### src/rtl/eis_pkg.sv
package eis_pkg;
    localparam int NCH   = 3;
    localparam int VEC_W = 10;

    localparam logic [1:0] SENSE_LOW  = 2'b00;
    localparam logic [1:0] SENSE_OFF  = 2'b01;
    localparam logic [1:0] SENSE_FALL = 2'b10;
    localparam logic [1:0] SENSE_RISE = 2'b11;

    localparam logic [1:0] A_SENSE  = 2'd0;
    localparam logic [1:0] A_ENABLE = 2'd1;
    localparam logic [1:0] A_FLAGS  = 2'd2;

    localparam logic [VEC_W-1:0] VEC_NONE = 10'h000;
    localparam logic [VEC_W-1:0] VEC_CH0  = 10'h002;
    localparam logic [VEC_W-1:0] VEC_CH1  = 10'h004;
    localparam logic [VEC_W-1:0] VEC_CH2  = 10'h024;

    typedef struct packed {
        logic [1:0]     sense0;
        logic [1:0]     sense1;
        logic           sense2;
        logic [NCH-1:0] en;
        logic [NCH-1:0] flag;
    } regs_t;

    // bit position of a channel inside the enable and flag registers
    function automatic int chan_bit(input int ch);
        case (ch)
            0:       return 6;
            1:       return 7;
            default: return 5;
        endcase
    endfunction
endpackage

### src/rtl/eis_sync.sv
module eis_sync #(
    parameter int STAGES = 2,
    parameter int W      = 3
) (
    input  logic         clk,
    input  logic         rst_n,
    input  logic [W-1:0] pad_i,
    output logic [W-1:0] smp_o,
    output logic [W-1:0] rise_o,
    output logic [W-1:0] fall_o
);
    typedef struct packed {
        logic [STAGES-1:0][W-1:0] chain;
        logic [W-1:0]             prev;
    } sync_t;

    sync_t s_d, s_q;

    always_comb begin
        s_d          = s_q;
        s_d.chain[0] = pad_i;
        for (int k = 1; k < STAGES; k++) begin
            s_d.chain[k] = s_q.chain[k-1];
        end
        s_d.prev = s_q.chain[STAGES-1];
    end

    // pins idle high, so the pipeline resets to ones
    always_ff @(posedge clk or negedge rst_n) begin
        if (!rst_n) s_q <= '1;
        else        s_q <= s_d;
    end

    assign smp_o  = s_q.chain[STAGES-1];
    assign rise_o = s_q.chain[STAGES-1] & ~s_q.prev;
    assign fall_o = ~s_q.chain[STAGES-1] & s_q.prev;


    rise_one_cycle_chk: assert property (@(posedge clk) disable iff (!rst_n)
        (|rise_o) |=> ((rise_o & $past(rise_o)) == '0));

    fall_one_cycle_chk: assert property (@(posedge clk) disable iff (!rst_n)
        (|fall_o) |=> ((fall_o & $past(fall_o)) == '0));
endmodule

### src/rtl/eis_prio.sv
module eis_prio #(
    parameter int N  = 3,
    parameter int VW = 10
) (
    input  logic [N-1:0]         hit_i,
    input  logic [N-1:0][VW-1:0] tab_i,
    output logic [N-1:0]         grant_o,
    output logic                 any_o,
    output logic [VW-1:0]        vec_o
);
    always_comb begin
        grant_o = '0;
        vec_o   = '0;
        for (int i = N - 1; i >= 0; i--) begin
            if (hit_i[i]) begin
                grant_o    = '0;
                grant_o[i] = 1'b1;
                vec_o      = tab_i[i];
            end
        end
        any_o = |hit_i;
    end


    always_comb begin
        grant_onehot_chk: assert ($onehot0(grant_o));
    end
endmodule

### src/rtl/ext_irq_sense.sv
module ext_irq_sense
    import eis_pkg::*;
#(
    parameter int SYNC_STAGES = 2
) (
    input  logic             clk,
    input  logic             rst_n,
    input  logic [NCH-1:0]   pin_in,
    input  logic [NCH-1:0]   pin_out,
    input  logic [NCH-1:0]   pin_oe,
    input  logic             gie,
    input  logic             irq_ack,
    input  logic             bus_we,
    input  logic [1:0]       bus_addr,
    input  logic [7:0]       bus_wdata,
    output logic [7:0]       bus_rdata,
    output logic             irq_req,
    output logic [VEC_W-1:0] irq_vec,
    output logic             wake
);
    regs_t st_d, st_q;

    logic [NCH-1:0] pad, smp, rise, fall;
    logic [NCH-1:0] evt, is_lvl, pend, hit, grant, w1c, clr, wk;
    logic [1:0]     mode [NCH];
    logic [NCH-1:0][VEC_W-1:0] vec_tab;

    // a driven pin feeds its own detector
    assign pad     = (pin_oe & pin_out) | (~pin_oe & pin_in);
    assign vec_tab = {VEC_CH2, VEC_CH1, VEC_CH0};

    eis_sync #(.STAGES(SYNC_STAGES), .W(NCH)) u_sync (
        .clk    (clk),
        .rst_n  (rst_n),
        .pad_i  (pad),
        .smp_o  (smp),
        .rise_o (rise),
        .fall_o (fall)
    );

    always_comb begin
        mode[0] = st_q.sense0;
        mode[1] = st_q.sense1;
        mode[2] = st_q.sense2 ? SENSE_RISE : SENSE_FALL;
        for (int i = 0; i < NCH; i++) begin
            evt[i]    = ((mode[i] == SENSE_FALL) && fall[i]) ||
                        ((mode[i] == SENSE_RISE) && rise[i]);
            is_lvl[i] = (mode[i] == SENSE_LOW);
            pend[i]   = is_lvl[i] ? ~smp[i] : st_q.flag[i];
            hit[i]    = pend[i] & st_q.en[i] & gie;
            if (i < NCH - 1) begin
                wk[i] = st_q.en[i] & is_lvl[i] & ~pad[i];
            end else begin
                wk[i] = st_q.en[i] & (st_q.sense2 ? (pad[i] & ~smp[i])
                                                  : (~pad[i] & smp[i]));
            end
        end
    end

    assign wake = |wk;

    eis_prio #(.N(NCH), .VW(VEC_W)) u_prio (
        .hit_i   (hit),
        .tab_i   (vec_tab),
        .grant_o (grant),
        .any_o   (irq_req),
        .vec_o   (irq_vec)
    );

    always_comb begin
        st_d = st_q;
        for (int i = 0; i < NCH; i++) begin
            w1c[i] = bus_we && (bus_addr == A_FLAGS) && bus_wdata[chan_bit(i)];
        end
        clr = w1c | (irq_ack ? grant : '0);
        if (bus_we && bus_addr == A_SENSE) begin
            st_d.sense0 = bus_wdata[1:0];
            st_d.sense1 = bus_wdata[3:2];
            st_d.sense2 = bus_wdata[4];
        end
        if (bus_we && bus_addr == A_ENABLE) begin
            for (int i = 0; i < NCH; i++) begin
                st_d.en[i] = bus_wdata[chan_bit(i)];
            end
        end
        // a new event outranks a clear in the same cycle
        st_d.flag = (st_q.flag & ~clr) | evt;
    end

    always_ff @(posedge clk or negedge rst_n) begin
        if (!rst_n) st_q <= '0;
        else        st_q <= st_d;
    end

    always_comb begin
        bus_rdata = '0;
        case (bus_addr)
            A_SENSE: bus_rdata = {3'b000, st_q.sense2, st_q.sense1, st_q.sense0};
            A_ENABLE: begin
                for (int i = 0; i < NCH; i++) bus_rdata[chan_bit(i)] = st_q.en[i];
            end
            A_FLAGS: begin
                for (int i = 0; i < NCH; i++) bus_rdata[chan_bit(i)] = st_q.flag[i];
            end
            default: bus_rdata = '0;
        endcase
    end


    flag0_needs_edge_mode_chk: assert property (@(posedge clk) disable iff (!rst_n)
        $rose(st_q.flag[0]) |-> $past(st_q.sense0[1]));

    req_needs_gie_chk: assert property (@(posedge clk) disable iff (!rst_n)
        irq_req |-> gie);

    w1c_clears_chk: assert property (@(posedge clk) disable iff (!rst_n)
        (bus_we && bus_addr == A_FLAGS && bus_wdata[6] && !evt[0]) |=> !st_q.flag[0]);

    zero_write_keeps_chk: assert property (@(posedge clk) disable iff (!rst_n)
        (st_q.flag[0] && bus_we && bus_addr == A_FLAGS && !bus_wdata[6] && !irq_ack)
        |=> st_q.flag[0]);

    ack_clears_chk: assert property (@(posedge clk) disable iff (!rst_n)
        (irq_ack && irq_vec == VEC_CH0 && !is_lvl[0] && !evt[0]) |=> !st_q.flag[0]);

    set_wins_chk: assert property (@(posedge clk) disable iff (!rst_n)
        (|evt) |=> ((st_q.flag & $past(evt)) == $past(evt)));

    vec_legal_chk: assert property (@(posedge clk) disable iff (!rst_n)
        irq_req |-> (irq_vec == VEC_CH0 || irq_vec == VEC_CH1 || irq_vec == VEC_CH2));

    vec_idle_chk: assert property (@(posedge clk) disable iff (!rst_n)
        !irq_req |-> (irq_vec == VEC_NONE));
endmodule

### config.mk
export PLATFORM = sky130hd
export DESIGN_NAME = ext_irq_sense
export DESIGN_NICKNAME = d
export VERILOG_FILES = /design/src/rtl/eis_pkg.sv /design/src/rtl/eis_sync.sv /design/src/rtl/eis_prio.sv /design/src/rtl/ext_irq_sense.sv
export SDC_FILE = /design/constraint.sdc
export NUM_CORES = 1
export LEC_CHECK = 0
export ABC_AREA = 1
export CAP_MARGIN = 20
export CORE_MARGIN = 1
export CORE_UTILIZATION = 45
export DETAILED_ROUTE_END_ITERATION = 12
export PLACE_DENSITY = 0.84
export SLEW_MARGIN = 20
export SYNTH_ARGS = -nofsm -noshare
export SYNTH_HDL_FRONTEND = slang
export SYNTH_SLANG_ARGS = --single-unit
### constraint.sdc
create_clock -name clk -period 2.25 [get_ports clk]
set_input_delay 0.3375 -clock clk [delete_from_list [all_inputs] [get_ports clk]]
set_output_delay 0.3375 -clock clk [all_outputs]
set_load 0.03 [all_outputs]
# Word-level counts from Yosys, hierarchy flattened
# Cells that the tools add are included.
dict set report totals {
  ram_bits 0
  wordCells 138
  n_memories 0
  regBits 20
  rom_bits 0
  out_inout_bits 20
  latchBits 0
  input_bits 24
}
dict set report classes {
  addsub 0
  n_mux 47
  n_mul 0
  reduce_logical 27
  shifts 0
  eq_ne 8
  div_mod_pow 0
  n_lt_le_gt_ge 15
  n_bitwise 33
}
# cell n
set op_table {}
lappend op_table {{$lt A32 B5 Y1 const B} 9}
lappend op_table {{$mux W32} 9}
lappend op_table {{$ge A32 B1 Y1 const B} 6}
lappend op_table {{$bwmux W8} 4}
lappend op_table {{$pmux W8 S3} 1}
lappend op_table {{$demux W1 S3} 6}
lappend op_table {{$logic_and A1 B1 Y1} 18}
lappend op_table {{$mux W6} 3}
lappend op_table {{$mux W1} 17}
lappend op_table {{$and A8 B8 Y8} 2}
lappend op_table {{$and A3 B3 Y3} 5}
lappend op_table {{$eq A2 B2 Y1 const B} 7}
lappend op_table {{$and A1 B1 Y1} 13}
lappend op_table {{$mux W3} 4}
lappend op_table {{$not A3 Y3} 4}
lappend op_table {{$bmux W1 S3} 3}
lappend op_table {{$or A3 B3 Y3} 3}
lappend op_table {{$logic_not A2 Y1} 4}
lappend op_table {{$not A1 Y1} 6}
lappend op_table {{$reduce_or A3 Y1} 2}
lappend op_table {{$logic_or A1 B1 Y1} 3}
lappend op_table {{$eq A2 B1 Y1 const B} 1}

# Depth between registers and ports, before layout
dict set report depth {
  word_depth 13
  depth_mapped 8
  mapped_depth_nobuf 8
}

# By module
# Synthesis repeated with hierarchy kept, for this count alone.
dict set report hier_totals {
  cells_unflattened 188
  area_unflattened_um2 1366.3
}
# module cells_each instances area_each_um2
set modules_own_cells {}
lappend modules_own_cells {ext_irq_sense 112 1 704.4}
lappend modules_own_cells {eis_prio 52 1 357.8}
lappend modules_own_cells {eis_sync 24 1 304.0}

# Worst setup path after synthesis
# No wires, ideal clock.
dict set report synth_path {
  path_kind {register -> output}
  startpoint {reg u_sync.s_q, in the netlist u_sync.smp_o[0]}
  endpoint {out irq_vec[2]}
  path_slack_ns 0.437
  n_path_buf 0
  arrival_ns 1.475
  stages_incl_launch_ff 5
  path_cell_list {dfstp_2 nand3_1 nand3b_1 inv_1 a21oi_1}
}
dict set report synth_via {
  elab_chain_cells 5
}
# element line
set synth_rtl {}
lappend synth_rtl {{start, declared} eis_sync.sv:17} ;# sync_t s_d, s_q;
lappend synth_rtl {{start signal, assigned} eis_sync.sv:30} ;# if (!rst_n) s_q <= '1;
lappend synth_rtl {{start signal, assigned} eis_sync.sv:31} ;# else s_q <= s_d;
lappend synth_rtl {{$not A1 Y1} n/a}
lappend synth_rtl {{$mux W1} ext_irq_sense.sv:49} ;# pend[i] = is_lvl[i] ? ~smp[i] : st_q.flag[i];
lappend synth_rtl {{$and A1 B1 Y1 (2 in series)} ext_irq_sense.sv:50} ;# hit[i] = pend[i] & st_q.en[i] & gie;
lappend synth_rtl {{$mux W6} eis_prio.sv:15} ;# if (hit_i[i]) begin
lappend synth_rtl {{end, declared} ext_irq_sense.sv:18} ;# output logic [VEC_W-1:0] irq_vec,
# No other way between the ends.

# Final worst setup path
dict set report layout_path {
  startpoint {in bus_addr[1]}
  endpoint {out bus_rdata[2]}
}
dict set report layout_via {
  elab_chain_cells 2
  elab_cells_between_ends 4
}
# element line
set layout_rtl {}
lappend layout_rtl {{start, declared} ext_irq_sense.sv:14} ;# input logic [1:0] bus_addr,
lappend layout_rtl {{$eq A2 B2 Y1, or another cell as far along} ext_irq_sense.sv:97} ;# case (bus_addr)
lappend layout_rtl {{$pmux W8 S3 *} ext_irq_sense.sv:97}
lappend layout_rtl {{end, declared} ext_irq_sense.sv:16} ;# output logic [7:0] bus_rdata,
# Every way passes the cells marked *; elsewhere a longest branch is shown, timed or not.

==> results.yml <==
yosys:
  synth_cells: 137
  register_bit_total_from_synthesis: 20
  yosysUniqueCellTypes: 22
  post_syn_area_per_cell_um2: 7.745
  async_reset_ff_frac: 1.000
  synth_top_area_frac: 0.2594
  synth.top_cells.by_area: "sky130_fd_sc_hd__dfrtp_1 26%, sky130_fd_sc_hd__dfstp_2 22%, sky130_fd_sc_hd__nand2_1 8.8%"
  synth_largest_area_cell: "sky130_fd_sc_hd__dfrtp_1"
  synth_area_mm2: 0.001061
  synth.yosys.warnings: 0
  synth_enable_flop_cells: 0
  yosys_most_used_dff: "sky130_fd_sc_hd__dfrtp_1"
  synth_sequential_area_ratio: 0.4823
run_status:
  outcome: "finished, final reports clean"
routing:
  top_signal_layer_used: "met4"
  first_pass_iters: 4
  routed_via_density: 4.825
  dr_wl_met2_um: 1293
  antenna_left: 0
  postRouteWirelength_um: 2425
  drt_iter0_markers: 33
  dr_total_vias: 994
  drt-met1-wl_um: 978
  met3WireLength_um: 108
  drt-wirelength-per-cell_um: 11.77
  drt_drc_violations_left: 0
clock_network:
  cts_setup_buffers: 0
  path_clk_slew_ns: 0.12
  clock_tree.buffer_depth: 2
  cts_htree_levels: 1
  cts-buffers-inserted: 3
  cts.repair.resized: 0
  clock_sinks: 20
  holdBufCountCts: 0
  clock_tree_from_tritoncts: "done"
  insertion_delay_ns: 0.31
  clock_tree.root_cell: "sky130_fd_sc_hd__clkbuf_4"
global_route:
  grt_max_degree: 21
  grt_remaining_overflow: 0
  grt_first_pass_wirelength_um: 4098
  via_count_of_the_first_global_routing_pass: 979
  grt_usage: 0.2181
  antenna_found_initial: 0
finish:
  fin_nets: 203
  final_core_util: 0.6663
  finalNonFillerCells: 206
  final_design_area_no_fill_mm2: 0.001474
  n_antenna_cell: 0
  nFillCells: 194
  flow.area_growth_from_synthesis_pct: 38.91
  layout-drive-gt1-share: 0.1798
timing:
  final.period_utilization: 0.9583
  setup-tns-final_ns: 0
  timing_max_transition_violations_final: 0
  setup_repair_after_global_routing_missed_its_margin: "false"
  maxClockFrequency_ghz: 0.4638
  finalHoldWorstSlack_ns: 0.3414
  fin_skew_ns: 0.01047
  setup-violations-final: 0
  final_hold_violation_count: 0
  timing.final.crit_period_ns: 2.156
setup_path:
  crit_arrival_ns: 1.82
  timing.critical_path.fanout_max: 5
  critPathSlowestCell: "sky130_fd_sc_hd__clkdlybuf4s50_1"
  path_cells: "clkdlybuf4s50_1 -> nor2_1 -> inv_1 -> nor2_1 -> clkdlybuf4s50_1"
  cp_slowest_stage_delay_ns: 0.68
  endpoint_kind: "primary output"
  crit_path_start_kind: "input pin"
  cp_data_required_time_ns: 1.91
  timing.setup.critical_path_class: "input pin to primary output"
pwr:
  power.static_leakage_nw: 0.7326
  worst_ir_drop_on_vdd_mv: 0.5582
  pwr_density_cell_mw_per_mm2: 774.9
job:
  max-cap-violations: 0
floorplanning:
  die-height_um: 50.56
  initial_utilization: 0.4796
  row_count: 17
  design.core.area_mm2: 0.002212
  dieArea_mm2: 0.002556
  die_width_um: 50.56
  i_o_pin_count: 44
min_path:
  worstHoldPathType: "input pin to asynchronous set/reset pin"
placed_design:
  gpl.final_weighted_congestion: 0.7869
  dpl_cell_area_mm2: 0.001421
  dp.final_hpwl_um: 1906
  placed_cells: 202
  placement.io_buffers: 36
[per-layer routing]
layer / vias up / track usage
li1: 497 / -
met1: 458 / 0.2441
met2: 33 / 0.3933
met3: 6 / 0.04545
met4: 0 / 0.09722
met5: - / 0
[critical path, delay by kind of cell]
kind / cells / cell delay [ns]
buffers and inverters: 3 / 1.23
and+or+nand+nor: 2 / 0.26
[report_power, final]
| group | switching (W) | internal, W | leakage (nW) |
|---|---|---|---|
| sequential | 0.0000328 | 0.000421 | 0.212 |
| combinational | 0.000239 | 0.000152 | 0.492 |
| clock | 0.000116 | 0.000180 | 0.0279 |
| total | 0.000388 | 0.000754 | 0.733 |
[flip-flops by register name (all words and copies together) (netlist names)]
name and cells:
u_sync.smp_o 3, u_sync.s_q 3, mode 4, st_q 7, u_sync.s_d 3
[stage by stage]
| stage | total power, W | worst slack, ns |
|---|---|---|
| final | 0.001142 | 0.09380 |
| after global placement | 0.0008366 | 0.1039 |
| after CTS | 0.001145 | 0.08389 |
| after global routing | 0.001205 | 0.03063 |
| after floorplan | 0.0007088 | 0.4373 |
| after detailed placement | 0.0008500 | 0.08453 |
[cell families (layout without fill, tap and decap cells)]
| logic type | Yosys count | in the layout | synth area share |
|---|---|---|---|
| buf+inv | 32 | 67 | 0.1380 |
| other cells | 1 | 7 | 0.003534 |
| compound gates | 23 | 23 | 0.1179 |
| simple gates | 61 | 61 | 0.2583 |
| flops | 20 | 20 | 0.4823 |
[path summary, 6_finish.rpt]
| path | from | to | slack, ns | depth (start not counted) |
|---|---|---|---|---|
| max in group asynchronous | rst_n | u_sync.smp_o[1]$_DFF_PN1_ | 1.63 | 2 |
| setup / recovery | bus_addr[1] | bus_rdata[2] | 0.09 | 5 |
| hold / removal | rst_n | st_q[6]$_DFFE_PN0P_ | 0.34 | 2 |
| setup reg to reg | u_sync.smp_o[0]$_DFF_PN1_ | st_q[1]$_DFF_PN0_ | 1.03 | 5 |
| hold reg to reg | u_sync.s_d[8]$_DFF_PN1_ | u_sync.smp_o[2]$_DFF_PN1_ | 0.37 | 0 |
| min in group clk | u_sync.s_d[8]$_DFF_PN1_ | u_sync.smp_o[2]$_DFF_PN1_ | 0.37 | 0 |
[cells in the final DEF, fill, tap and decap left out, drive strengths merged]
master | Yosys | final
clkdlybuf4s50 | 0 | 28
nand2 | 27 | 27
inv | 25 | 25
nor2 | 22 | 22
a21oi | 11 | 11
dfrtp | 11 | 11
buf | 7 | 10
dfstp | 9 | 9
o21ai | 8 | 8
conb | 1 | 7
nand3 | 5 | 5
nand3b | 3 | 3
o22ai | 3 | 3
clkbuf | 0 | 3
nor3 | 2 | 2
or2 | 1 | 1
nand4 | 1 | 1
o211ai | 1 | 1
bufinv | 0 | 1
[synth_stat cells, types with 3 or more instances]
| library cell | instances |
|---|---|
| sky130_fd_sc_hd__dfstp_2 | 9 |
| sky130_fd_sc_hd__a21oi_1 | 11 |
| sky130_fd_sc_hd__dfrtp_1 | 11 |
| sky130_fd_sc_hd__nand3_1 | 4 |
| sky130_fd_sc_hd__inv_2 | 3 |
| sky130_fd_sc_hd__inv_1 | 22 |
| sky130_fd_sc_hd__o22ai_1 | 3 |
| sky130_fd_sc_hd__nand2_1 | 25 |
| sky130_fd_sc_hd__o21ai_0 | 5 |
| sky130_fd_sc_hd__nor2_1 | 21 |
| sky130_fd_sc_hd__nand3b_1 | 3 |
| sky130_fd_sc_hd__buf_4 | 7 |
[final cells by class]
type,instances,area [µm²],area share
Sequential cell,20,511.7,0.3472
Timing Repair Buffer,38,355.3,0.2411
Clock buffer,3,22.52,0.01528
Tap cell,28,35.03,0.02377
Clock inverter,1,30.03,0.02037
Multi-Input combinational cell,91,425.4,0.2886
Inverter,25,93.84,0.06367
(Power assumes the default switching activity.)
